File: config.mk
export PLATFORM = sky130hd
export DESIGN_NAME = tmr_bank
export DESIGN_NICKNAME = d
export VERILOG_FILES = /design/src/rtl/tmr_pkg.sv /design/src/rtl/tmr_chan.sv /design/src/rtl/tmr_rdmux.sv /design/src/rtl/tmr_bank.sv
export SDC_FILE = /design/constraint.sdc
export NUM_CORES = 1
export LEC_CHECK = 0
export BUFFER_PORTS_ARGS = -buffer_cell sky130_fd_sc_hd__buf_2
export CAP_MARGIN = 20
export CORE_UTILIZATION = 60
export CTS_CLUSTER_SIZE = 28
export DETAILED_ROUTE_END_ITERATION = 12
export PLACE_DENSITY = 0.89
export SLEW_MARGIN = 0
export SYNTH_ARGS = -nofsm -noshare
export SYNTH_HDL_FRONTEND = slang
export SYNTH_SLANG_ARGS = --single-unit
File: constraint.sdc
create_clock -name clk -period 3.5 [get_ports clk]
set_input_delay 0.7 -clock clk [delete_from_list [all_inputs] [get_ports clk]]
set_output_delay 0.7 -clock clk [all_outputs]
set_load 0.05 [all_outputs]
File: src/rtl/tmr_pkg.sv
package tmr_pkg;
    localparam int unsigned CNT_W  = 32;
    localparam int unsigned STRIDE = 20;

    localparam int unsigned OFF_LOAD = 0;
    localparam int unsigned OFF_CUR  = 4;
    localparam int unsigned OFF_CTRL = 8;
    localparam int unsigned OFF_CLR  = 12;
    localparam int unsigned OFF_STAT = 16;

    localparam int unsigned BANK_MSTAT = 'hA0;
    localparam int unsigned BANK_CLR   = 'hA4;
    localparam int unsigned BANK_RAW   = 'hA8;
    localparam int unsigned BANK_VER   = 'hAC;

    typedef struct packed {
        logic mask;
        logic periodic;
        logic en;
    } ctrl_t;

    typedef struct packed {
        logic [CNT_W-1:0] cnt;
        logic [CNT_W-1:0] load;
        ctrl_t            ctrl;
        logic             raw;
    } chan_st_t;
endpackage

File: src/rtl/tmr_chan.sv
module tmr_chan
    import tmr_pkg::*;
#(
    parameter int unsigned ADDR_W = 8,
    parameter int unsigned BASE   = 0
) (
    input  logic              clk,
    input  logic              rst_n,
    input  logic              acc,
    input  logic              wr,
    input  logic [ADDR_W-1:0] addr,
    input  logic [CNT_W-1:0]  wdata,
    input  logic              tick,
    input  logic              clr_all,
    output logic              rd_hit,
    output logic [CNT_W-1:0]  rd_data,
    output logic              raw,
    output logic              irq
);
    localparam logic [ADDR_W-1:0] LO = ADDR_W'(BASE);
    localparam logic [ADDR_W-1:0] HI = ADDR_W'(BASE + STRIDE);

    chan_st_t          st_d, st_q;
    logic [ADDR_W-1:0] off;
    logic              hit;
    logic              expire_d;
    logic              clr_d;

    assign off = addr - LO;
    assign hit = (addr >= LO) && (addr < HI) && (addr[1:0] == 2'b00);

    always_comb begin
        st_d     = st_q;
        expire_d = st_q.ctrl.en && tick && (st_q.cnt == '0);
        if (st_q.ctrl.en && tick) begin
            if (expire_d) begin
                st_d.cnt = st_q.ctrl.periodic ? st_q.load : '1;
            end else begin
                st_d.cnt = st_q.cnt - 1'b1;
            end
        end
        if (acc && wr && hit) begin
            if (off == ADDR_W'(OFF_LOAD)) begin
                st_d.load = wdata;
            end else if (off == ADDR_W'(OFF_CTRL)) begin
                st_d.ctrl.en       = wdata[0];
                st_d.ctrl.periodic = wdata[1];
                st_d.ctrl.mask     = wdata[2];
                if (wdata[0] && !st_q.ctrl.en) begin
                    st_d.cnt = st_q.load;
                end
            end
        end
        clr_d = clr_all || (acc && !wr && hit && (off == ADDR_W'(OFF_CLR)));
        if (expire_d) begin
            st_d.raw = 1'b1;
        end else if (clr_d) begin
            st_d.raw = 1'b0;
        end
    end

    always_ff @(posedge clk or negedge rst_n) begin
        if (!rst_n) begin
            st_q <= '0;
        end else begin
            st_q <= st_d;
        end
    end

    assign raw    = st_q.raw;
    assign irq    = st_q.raw && !st_q.ctrl.mask;
    assign rd_hit = hit;

    always_comb begin
        rd_data = '0;
        if (off == ADDR_W'(OFF_LOAD)) begin
            rd_data = st_q.load;
        end else if (off == ADDR_W'(OFF_CUR)) begin
            rd_data = st_q.cnt;
        end else if (off == ADDR_W'(OFF_CTRL)) begin
            rd_data = {{(CNT_W-3){1'b0}}, st_q.ctrl};
        end else if (off == ADDR_W'(OFF_STAT)) begin
            rd_data = {{(CNT_W-1){1'b0}}, irq};
        end
    end
endmodule

File: src/rtl/tmr_rdmux.sv
module tmr_rdmux
    import tmr_pkg::*;
#(
    parameter int unsigned NUM_TIMERS = 2,
    parameter int unsigned ADDR_W     = 8,
    parameter logic [31:0] VERSION    = 32'h3230312A
) (
    input  logic [ADDR_W-1:0]                 addr,
    input  logic [NUM_TIMERS-1:0]             ch_hit,
    input  logic [NUM_TIMERS-1:0][CNT_W-1:0]  ch_data,
    input  logic [NUM_TIMERS-1:0]             raw_vec,
    input  logic [NUM_TIMERS-1:0]             irq_vec,
    output logic [CNT_W-1:0]                  rdata
);
    localparam int unsigned PAD = CNT_W - NUM_TIMERS;

    always_comb begin
        rdata = '0;
        for (int i = 0; i < NUM_TIMERS; i++) begin
            if (ch_hit[i]) begin
                rdata = rdata | ch_data[i];
            end
        end
        if (addr == ADDR_W'(BANK_MSTAT)) begin
            rdata = {{PAD{1'b0}}, irq_vec};
        end else if (addr == ADDR_W'(BANK_RAW)) begin
            rdata = {{PAD{1'b0}}, raw_vec};
        end else if (addr == ADDR_W'(BANK_VER)) begin
            rdata = VERSION;
        end
    end
endmodule

File: src/rtl/tmr_bank.sv
module tmr_bank
    import tmr_pkg::*;
#(
    parameter int unsigned NUM_TIMERS = 2,
    parameter int unsigned ADDR_W     = 8,
    parameter logic [31:0] VERSION    = 32'h3230312A
) (
    input  logic                  clk,
    input  logic                  rst_n,
    input  logic                  psel,
    input  logic                  penable,
    input  logic                  pwrite,
    input  logic [ADDR_W-1:0]     paddr,
    input  logic [31:0]           pwdata,
    output logic [31:0]           prdata,
    output logic                  pready,
    output logic                  pslverr,
    input  logic                  tick,
    output logic [NUM_TIMERS-1:0] irq
);
    logic                             acc;
    logic                             clr_all;
    logic [NUM_TIMERS-1:0]            ch_hit;
    logic [NUM_TIMERS-1:0][CNT_W-1:0] ch_data;
    logic [NUM_TIMERS-1:0]            raw_vec;

    assign acc     = psel && penable;
    assign clr_all = acc && !pwrite && (paddr == ADDR_W'(BANK_CLR));
    assign pready  = 1'b1;
    assign pslverr = 1'b0;

    for (genvar g = 0; g < NUM_TIMERS; g++) begin : g_chan
        tmr_chan #(
            .ADDR_W (ADDR_W),
            .BASE   (g * STRIDE)
        ) u_chan (
            .clk     (clk),
            .rst_n   (rst_n),
            .acc     (acc),
            .wr      (pwrite),
            .addr    (paddr),
            .wdata   (pwdata),
            .tick    (tick),
            .clr_all (clr_all),
            .rd_hit  (ch_hit[g]),
            .rd_data (ch_data[g]),
            .raw     (raw_vec[g]),
            .irq     (irq[g])
        );
    end

    tmr_rdmux #(
        .NUM_TIMERS (NUM_TIMERS),
        .ADDR_W     (ADDR_W),
        .VERSION    (VERSION)
    ) u_rdmux (
        .addr    (paddr),
        .ch_hit  (ch_hit),
        .ch_data (ch_data),
        .raw_vec (raw_vec),
        .irq_vec (irq),
        .rdata   (prdata)
    );
endmodule

Yosys cells after proc, flatten, opt, wreduce, memory -nomap -nowiden
Cells that the tools add are included.

storage, ports and cells
  input bits = 46
  register bits after elaboration = 136
  word-level logic and storage cells = 111

cells by class
  $add $sub $neg = 3
  multiplexer cells = 37
  eq/ne operators = 12
  bitwise operators = 3
  reduce and logical (&&, ||, !) cells = 40
  $lt $le $gt $ge = 4

operators with widths
  kind                                                                number
  two-way mux 32 bit                                                  25
  two-way mux 67 bit                                                  2
  zero test 32 bit                                                    2
  subtractor 32 x 1 -> 32 bit (second input constant)                 2
  == test 8 x 4 -> 1 bit (second input constant)                      4
  == test 8 bit (second input constant)                               4
  bitwise OR 32 bit                                                   1
  logical AND 1 bit                                                   22
  == test 8 x 3 -> 1 bit (second input constant)                      2
  == test 8 x 5 -> 1 bit (second input constant)                      2
  zero test 8 bit                                                     2
  two-way mux 3 bit                                                   4
  greater-or-equal comparator 8 x 1 -> 1 bit (second input constant)  1
  greater-or-equal comparator 8 x 5 -> 1 bit (second input constant)  1
  less-than comparator 8 x 5 -> 1 bit (second input constant)         1
  less-than comparator 8 x 6 -> 1 bit (second input constant)         1
  subtractor 8 x 5 -> 8 bit (second input constant)                   1
  two-way mux 1 bit                                                   6
  AND reduction 3 bit                                                 2
  zero test 1 bit                                                     5
  AND reduction 2 bit                                                 2
  nonzero test 2 bit                                                  2
  zero test 2 bit                                                     1
  logical OR 1 bit                                                    2
  inverter 1 bit                                                      2

Longest topological paths before layout
  word-level depth = 12
  mapped depth = 10
  mapped depth without buffers = 8

Cells and area by module
From an unflattened synthesis, not the netlist that was laid out.

second synthesis, totals
  cells, all modules = 939
  area total of the unflattened synthesis = 8983.6 sq um

modules (own cells, without submodules)
  module                       instances  sequential area each (sq um)  cells an instance  area each (sq um)
  tmr_chan (g_chan[0].u_chan)  1          1701.6                        432                4322.9
  tmr_chan (g_chan[1].u_chan)  1          1701.6                        411                4047.6
  tmr_rdmux                    1          0.0                           87                 551.8
  tmr_bank                     1          0.0                           9                  61.3

Worst setup path after synthesis
No wires, ideal clock.

  path kind = input port to output port
  start point = input port paddr[2]
  end point = output port prdata[0]
  slack = 24 ps
  data arrival time = 2776 ps
  stages = 4
  data required time = 2800 ps
  cell sequence = clkbuf_1 nor4b_2 a32oi_1 o31ai_1

on the way
  longest elaborated chain between the ends = 11
  elaborated cells on any way between the ends = 34
  those cells by class = add/sub: 1; order compare: 4; eq/ne: 9; mux: 13; bitwise: 1; reduce/logical: 6

ends and longest elaborated chain
  element                                                                     line                             text
  from (decl)                                                                 tmr_bank.sv:13                   input logic [ADDR_W-1:0] paddr,
  subtractor 8 x 5 -> 8 bit / == test 8 x 5 -> 1 bit (equally long branches)  tmr_chan.sv:29, tmr_chan.sv:82
  == test 8 x 5 -> 1 bit / two-way mux 1 bit (equally long branches)          tmr_chan.sv:82                   end else if (off == ADDR_W'(OFF_STAT)) begin
  two-way mux 1 bit / two-way mux 32 bit (equally long branches)              tmr_chan.sv:82, tmr_chan.sv:80
  two-way mux 32 bit, on equally long branches                                tmr_chan.sv:80, tmr_chan.sv:78
  two-way mux 32 bit, on equally long branches                                tmr_chan.sv:78, tmr_chan.sv:76
  two-way mux 32 bit, on equally long branches                                tmr_chan.sv:76, tmr_rdmux.sv:20
  bitwise OR 32 bit                                                           tmr_rdmux.sv:21                  rdata = rdata | ch_data[i];
  two-way mux 32 bit                                                          tmr_rdmux.sv:20                  if (ch_hit[i]) begin
  two-way mux 32 bit                                                          tmr_rdmux.sv:28                  end else if (addr == ADDR_W'(BANK_VER)) begin
  two-way mux 32 bit                                                          tmr_rdmux.sv:26                  end else if (addr == ADDR_W'(BANK_RAW)) begin
  two-way mux 32 bit (*)                                                      tmr_rdmux.sv:24                  if (addr == ADDR_W'(BANK_MSTAT)) begin
  to (decl)                                                                   tmr_bank.sv:15                   output logic [31:0] prdata,

Every way passes the cells marked *; elsewhere a longest branch is shown, timed or not.

Worst setup path after layout
  start point = input port paddr[2]
  end point = output port prdata[1]

on the way
  longest elaborated chain between the ends = 10
  elaborated cells on any way between the ends = 30
  those cells by class = add/sub: 1; order compare: 4; eq/ne: 7; mux: 11; bitwise: 1; reduce/logical: 6

ends and longest elaborated chain
  element                                                                     line                             text
  subtractor 8 x 5 -> 8 bit / == test 8 x 4 -> 1 bit (equally long branches)  tmr_chan.sv:29, tmr_chan.sv:80
  == test 8 x 4 -> 1 bit / two-way mux 32 bit (equally long branches)         tmr_chan.sv:80                   end else if (off == ADDR_W'(OFF_CTRL)) begin
  two-way mux 32 bit, on equally long branches                                tmr_chan.sv:80, tmr_chan.sv:78
  two-way mux 32 bit, on equally long branches                                tmr_chan.sv:78, tmr_chan.sv:76
  two-way mux 32 bit, on equally long branches                                tmr_chan.sv:76, tmr_rdmux.sv:20
  bitwise OR 32 bit                                                           tmr_rdmux.sv:21
  two-way mux 32 bit                                                          tmr_rdmux.sv:20
  two-way mux 32 bit                                                          tmr_rdmux.sv:28
  two-way mux 32 bit                                                          tmr_rdmux.sv:26
  two-way mux 32 bit (*)                                                      tmr_rdmux.sv:24

Marked as above.

==> flow_summary.html <==
<table>
<tr><th>Metric</th><th>Value</th></tr>
<tr><th colspan="2">Timing</th></tr>
<tr><td>Worst-case setup margin in the final layout</td><td>0.223 ns</td></tr>
<tr><td>Unrepaired setup endpoints after global routing</td><td>false</td></tr>
<tr><td>Final Hold Violating Endpoints</td><td>0</td></tr>
<tr><td>Setup violations, final</td><td>0</td></tr>
<tr><td>Transition at the pin with the smallest max-transition slack</td><td>1.10 ns</td></tr>
<tr><td>Post-route fraction of the period consumed by the critical path</td><td>0.936</td></tr>
<tr><td>Number of max-slew violations in the final report</td><td>0</td></tr>
<tr><td>Worst clock skew</td><td>0.00642 ns</td></tr>
<tr><td>Final Hold Slack</td><td>0.295 ns</td></tr>
<tr><td>Slew HR</td><td>0.264</td></tr>
<tr><td>Final TNS setup</td><td>0 ns</td></tr>
<tr><td>Minimum clock period</td><td>3.28 ns</td></tr>
<tr><td>FMAX</td><td>305 MHz</td></tr>
<tr><th colspan="2">Route</th></tr>
<tr><td>Routed Wire Length</td><td>26500 microns</td></tr>
<tr><td>ANT nets after route</td><td>0</td></tr>
<tr><td>First-iteration detailed-routing DRC count</td><td>1259</td></tr>
<tr><td>DR DRC count</td><td>0</td></tr>
<tr><td>Detailed-route via count</td><td>8205</td></tr>
<tr><td>Router iterations before antenna repair</td><td>6</td></tr>
<tr><td>Vias per Instance</td><td>7.17</td></tr>
<tr><td>Routed len/inst</td><td>23.2 microns</td></tr>
<tr><th colspan="2">Min path</th></tr>
<tr><td>Type of the tightest min-delay check</td><td>in2async</td></tr>
<tr><th colspan="2">Placed design</th></tr>
<tr><td>Number of I/O port buffers</td><td>79</td></tr>
<tr><td>Minimum setup slack after placement</td><td>0.280 ns</td></tr>
<tr><td>Sum of net half-perimeters after detailed placement</td><td>18200 microns</td></tr>
<tr><td>Cell area after placement</td><td>8870 sq um</td></tr>
<tr><td>Global placer's final weighted congestion</td><td>1.01</td></tr>
<tr><th colspan="2">Clock tree</th></tr>
<tr><td>Number of setup buffers added after CTS</td><td>0</td></tr>
<tr><td>Clock sinks</td><td>136</td></tr>
<tr><td>Deepest clock path buffer count</td><td>2</td></tr>
<tr><td>Clock transition at the register clock pins on the worst setup and hold paths after CTS</td><td>0.06 ns</td></tr>
<tr><td>Cell at the root of the clock tree</td><td>sky130_fd_sc_hd__clkbuf_16</td></tr>
<tr><td>Clock buffer count from CTS</td><td>17</td></tr>
<tr><td>Resized Gates After CTS</td><td>0</td></tr>
<tr><td>Number of hold-repair buffers added at the cts stage</td><td>0</td></tr>
<tr><td>Depth of the CTS H-tree</td><td>4</td></tr>
<tr><td>TritonCTS clock tree</td><td>done</td></tr>
<tr><td>Worst-Skew Late Latency</td><td>0.43 ns</td></tr>
<tr><th colspan="2">Synthesis</th></tr>
<tr><td>Fraction of synthesis flops using an asynchronous set or reset pin</td><td>1.00</td></tr>
<tr><td>Post-synthesis instance area</td><td>8230 sq um</td></tr>
<tr><td>Synth Instances</td><td>892</td></tr>
<tr><td>Synth warnings</td><td>0</td></tr>
<tr><td>Main synth FF type</td><td>sky130_fd_sc_hd__dfrtp_1</td></tr>
<tr><td>Portion of the post-synthesis area used by sequential elements</td><td>0.414</td></tr>
<tr><td>Register bit total from synthesis</td><td>136</td></tr>
<tr><td>Post-synth cell types</td><td>75</td></tr>
<tr><td>Count of flip-flops with a built-in enable after synthesis</td><td>0</td></tr>
<tr><td>Average cell area after synthesis</td><td>9.22 sq um</td></tr>
<tr><td>Post-synthesis net count</td><td>942</td></tr>
<tr><th colspan="2">Critical path</th></tr>
<tr><td>Reg2Reg Launch Point</td><td>g_chan[1].u_chan.st_q[59]</td></tr>
<tr><td>Reg2Reg Capture Point</td><td>g_chan[1].u_chan.st_q[57]</td></tr>
<tr><td>CP Max Fanout</td><td>18</td></tr>
<tr><td>FF-to-FF path depth</td><td>6</td></tr>
<tr><td>Required @ worst endpoint</td><td>2.80 ns</td></tr>
<tr><td>Setup crit end kind</td><td>primary output</td></tr>
<tr><td>Worst path arrival time</td><td>2.58 ns</td></tr>
<tr><td>Startpoint class of the critical path</td><td>input port</td></tr>
<tr><td>Class of the most critical setup path</td><td>in2out</td></tr>
<tr><td>Minimum setup slack among reg-to-reg paths</td><td>0.43 ns</td></tr>
<tr><th colspan="2">Final layout</th></tr>
<tr><td>Proportion of layout cells with a drive suffix above 1</td><td>0.216</td></tr>
<tr><td>Antenna cells</td><td>0</td></tr>
<tr><td>Post-route standard cell area excluding fillers</td><td>9500 sq um</td></tr>
<tr><td>Number of nets in the layout</td><td>1005</td></tr>
<tr><td>Synth-to-Final Area Change</td><td>15.5%</td></tr>
<tr><th colspan="2">GRT</th></tr>
<tr><td>Via count of the first global-routing pass</td><td>7583</td></tr>
<tr><td>Number of antenna violations at the first check in global routing</td><td>0</td></tr>
<tr><td>Global-route wire length before repair</td><td>42400 microns</td></tr>
<tr><td>Largest net degree at the start of global routing</td><td>76</td></tr>
<tr><td>Total grt overflow</td><td>0</td></tr>
<tr><td>Total global-route track usage</td><td>0.388</td></tr>
<tr><th colspan="2">Floorplanning</th></tr>
<tr><td>Starting utilization of the core area</td><td>0.619</td></tr>
<tr><td>Top-level I/O count</td><td>82</td></tr>
<tr><td>Die width</td><td>119 microns</td></tr>
<tr><td>Chip Height</td><td>119 microns</td></tr>
<tr><td>FP Rows</td><td>42</td></tr>
<tr><td>Floorplan Core Area</td><td>13300 sq um</td></tr>
<tr><td>Overall die area</td><td>14200 sq um</td></tr>
<tr><th colspan="2">Power</th></tr>
<tr><td>Largest voltage drop on the vdd net</td><td>0.000325 V</td></tr>
<tr><td>Areal power density over the cells</td><td>439 nW/um^2</td></tr>
<tr><td>Leakage power</td><td>0.00450 uW</td></tr>
<tr><th colspan="2">Flow run</th></tr>
<tr><td>Maximum capacitance violations</td><td>0</td></tr>
<tr><th colspan="2">Outcome</th></tr>
<tr><td>Status</td><td>finished clean</td></tr>
</table>
## critical path: stages
cell                      delay, ns
sky130_fd_sc_hd__buf_2         0.28
sky130_fd_sc_hd__nor4b_2       0.40
sky130_fd_sc_hd__buf_4         0.22
sky130_fd_sc_hd__nand3_1       0.18
sky130_fd_sc_hd__o21ai_0       0.29
sky130_fd_sc_hd__a21oi_1       0.12
sky130_fd_sc_hd__o21a_1        0.17
sky130_fd_sc_hd__buf_2         0.20
## metal layers
| layer | vias to the layer above | GRT usage | part of all wire |
|---|---|---|---|
| met5 | - | 0 | 0 |
| met4 | 0 | 0.172 | 0.036 |
| met3 | 93 | 0.0747 | 0.12 |
| met2 | 595 | 0.581 | 0.45 |
| met1 | 4013 | 0.549 | 0.40 |
| li1 | 3504 | - | - |
## worst max path at each step
stage / from / to / slack [ns] / cells past startpoint
4_1_cts: paddr[2] / prdata[1] / 0.28 / 8
3_3_place_gp: paddr[2] / prdata[1] / 0.25 / 8
5_1_grt: paddr[2] / prdata[1] / 0.13 / 8
2_1_floorplan: paddr[2] / prdata[0] / 0.02 / 4
6_report: paddr[2] / prdata[1] / 0.22 / 8
3_5_place_dp: paddr[2] / prdata[1] / 0.28 / 8
## kinds of logic (layout without fill, tap and decap cells)
| family | Yosys count | in the layout | synth area share |
|---|---|---|---|
| other cells | 2 | 2 | 0.000913 |
| compound gates | 249 | 249 | 0.212 |
| xor+xnor | 27 | 27 | 0.0287 |
| buf+inv | 79 | 155 | 0.0406 |
| fa+ha+maj | 4 | 4 | 0.00608 |
| simple gates | 326 | 326 | 0.204 |
| flops | 136 | 136 | 0.414 |
| mux | 69 | 69 | 0.0940 |
## state kept, by name, indices dropped and copies added, names as in the netlist
| signal | cells |
|---|---|
| g_chan.u_chan.raw | 2 |
| g_chan.u_chan.st_q | 134 |
## synth_stat cells (all sizes together) (3+ instances only)
library cell | n | area [sq um]
nand2b | 4 | 25.0
ha | 4 | 50.1
a221o | 5 | 50.1
nand3b | 5 | 37.5
inv | 14 | 52.6
nor3 | 34 | 186
o32ai | 4 | 35.0
nand3 | 28 | 140
a211oi | 9 | 67.6
o32a | 3 | 30.0
nor2 | 83 | 312
o211ai | 7 | 52.6
nor2b | 9 | 56.3
and4 | 6 | 52.6
o311ai | 11 | 96.3
mux2i | 3 | 30.0
o21ai | 35 | 175
nor4b | 3 | 38.8
nor3b | 5 | 37.5
o221a | 6 | 67.6
buf | 20 | 113
a222oi | 10 | 100
or4 | 10 | 90.1
nand4 | 10 | 62.6
a311oi | 7 | 61.3
a21oi | 56 | 280
and3 | 8 | 50.1
o22ai | 12 | 75.1
dfrtp | 136 | 3400
mux2 | 66 | 743
xnor2 | 12 | 105
clkbuf | 45 | 169
a22oi | 41 | 308
a31oi | 13 | 96.3
nand2 | 80 | 300
o41ai | 4 | 35.0
and2 | 5 | 31.3
o21a | 5 | 37.5
or3 | 11 | 68.8
nor4 | 17 | 119
xor2 | 15 | 131
o31ai | 4 | 30.0
## placed cells by master (no fill, tap or decap), types with 14 or more instances in the layout
| master | count |
|---|---|
| sky130_fd_sc_hd__nand3_1 | 28 |
| sky130_fd_sc_hd__o21ai_1 | 14 |
| sky130_fd_sc_hd__inv_1 | 14 |
| sky130_fd_sc_hd__nor4_1 | 15 |
| sky130_fd_sc_hd__xor2_1 | 15 |
| sky130_fd_sc_hd__nor2_1 | 80 |
| sky130_fd_sc_hd__a21oi_1 | 56 |
| sky130_fd_sc_hd__buf_4 | 25 |
| sky130_fd_sc_hd__mux2_1 | 15 |
| sky130_fd_sc_hd__dfrtp_1 | 136 |
| sky130_fd_sc_hd__o21ai_0 | 21 |
| sky130_fd_sc_hd__mux2_2 | 51 |
| sky130_fd_sc_hd__nand2_1 | 80 |
| sky130_fd_sc_hd__a22oi_1 | 41 |
| sky130_fd_sc_hd__buf_2 | 78 |
| sky130_fd_sc_hd__nor3_1 | 32 |
| sky130_fd_sc_hd__clkbuf_16 | 17 |
## cell type report
type / instances / area [sq um]
Timing Repair Buffer: 109 / 689
Multi-Input combinational cell: 677 / 4510
Sequential cell: 136 / 3400
Tap cell: 176 / 220
Clock inverter: 13 / 170
Inverter: 14 / 52.6
Clock buffer: 19 / 453
Fill cell: 934 / 3800
## where the power goes
group	internal, uW	leakage (uW)	switching [uW]
Sequential	1630	0.00186	94.6
Clock	1170	0.000301	727
Combinational	202	0.00234	349
Total	3000	0.00450	1170
## metrics by stage
stage	instances	utilization	power, uW
after floorplan	892	-	2090
after global placement	1112	0.668	2260
after detailed placement	1112	0.668	2270
final	1144	0.714	4170
after CTS	1144	0.714	4150
after global routing	1144	0.714	4300
No activity file was read; power rests on OpenSTA's default activity.
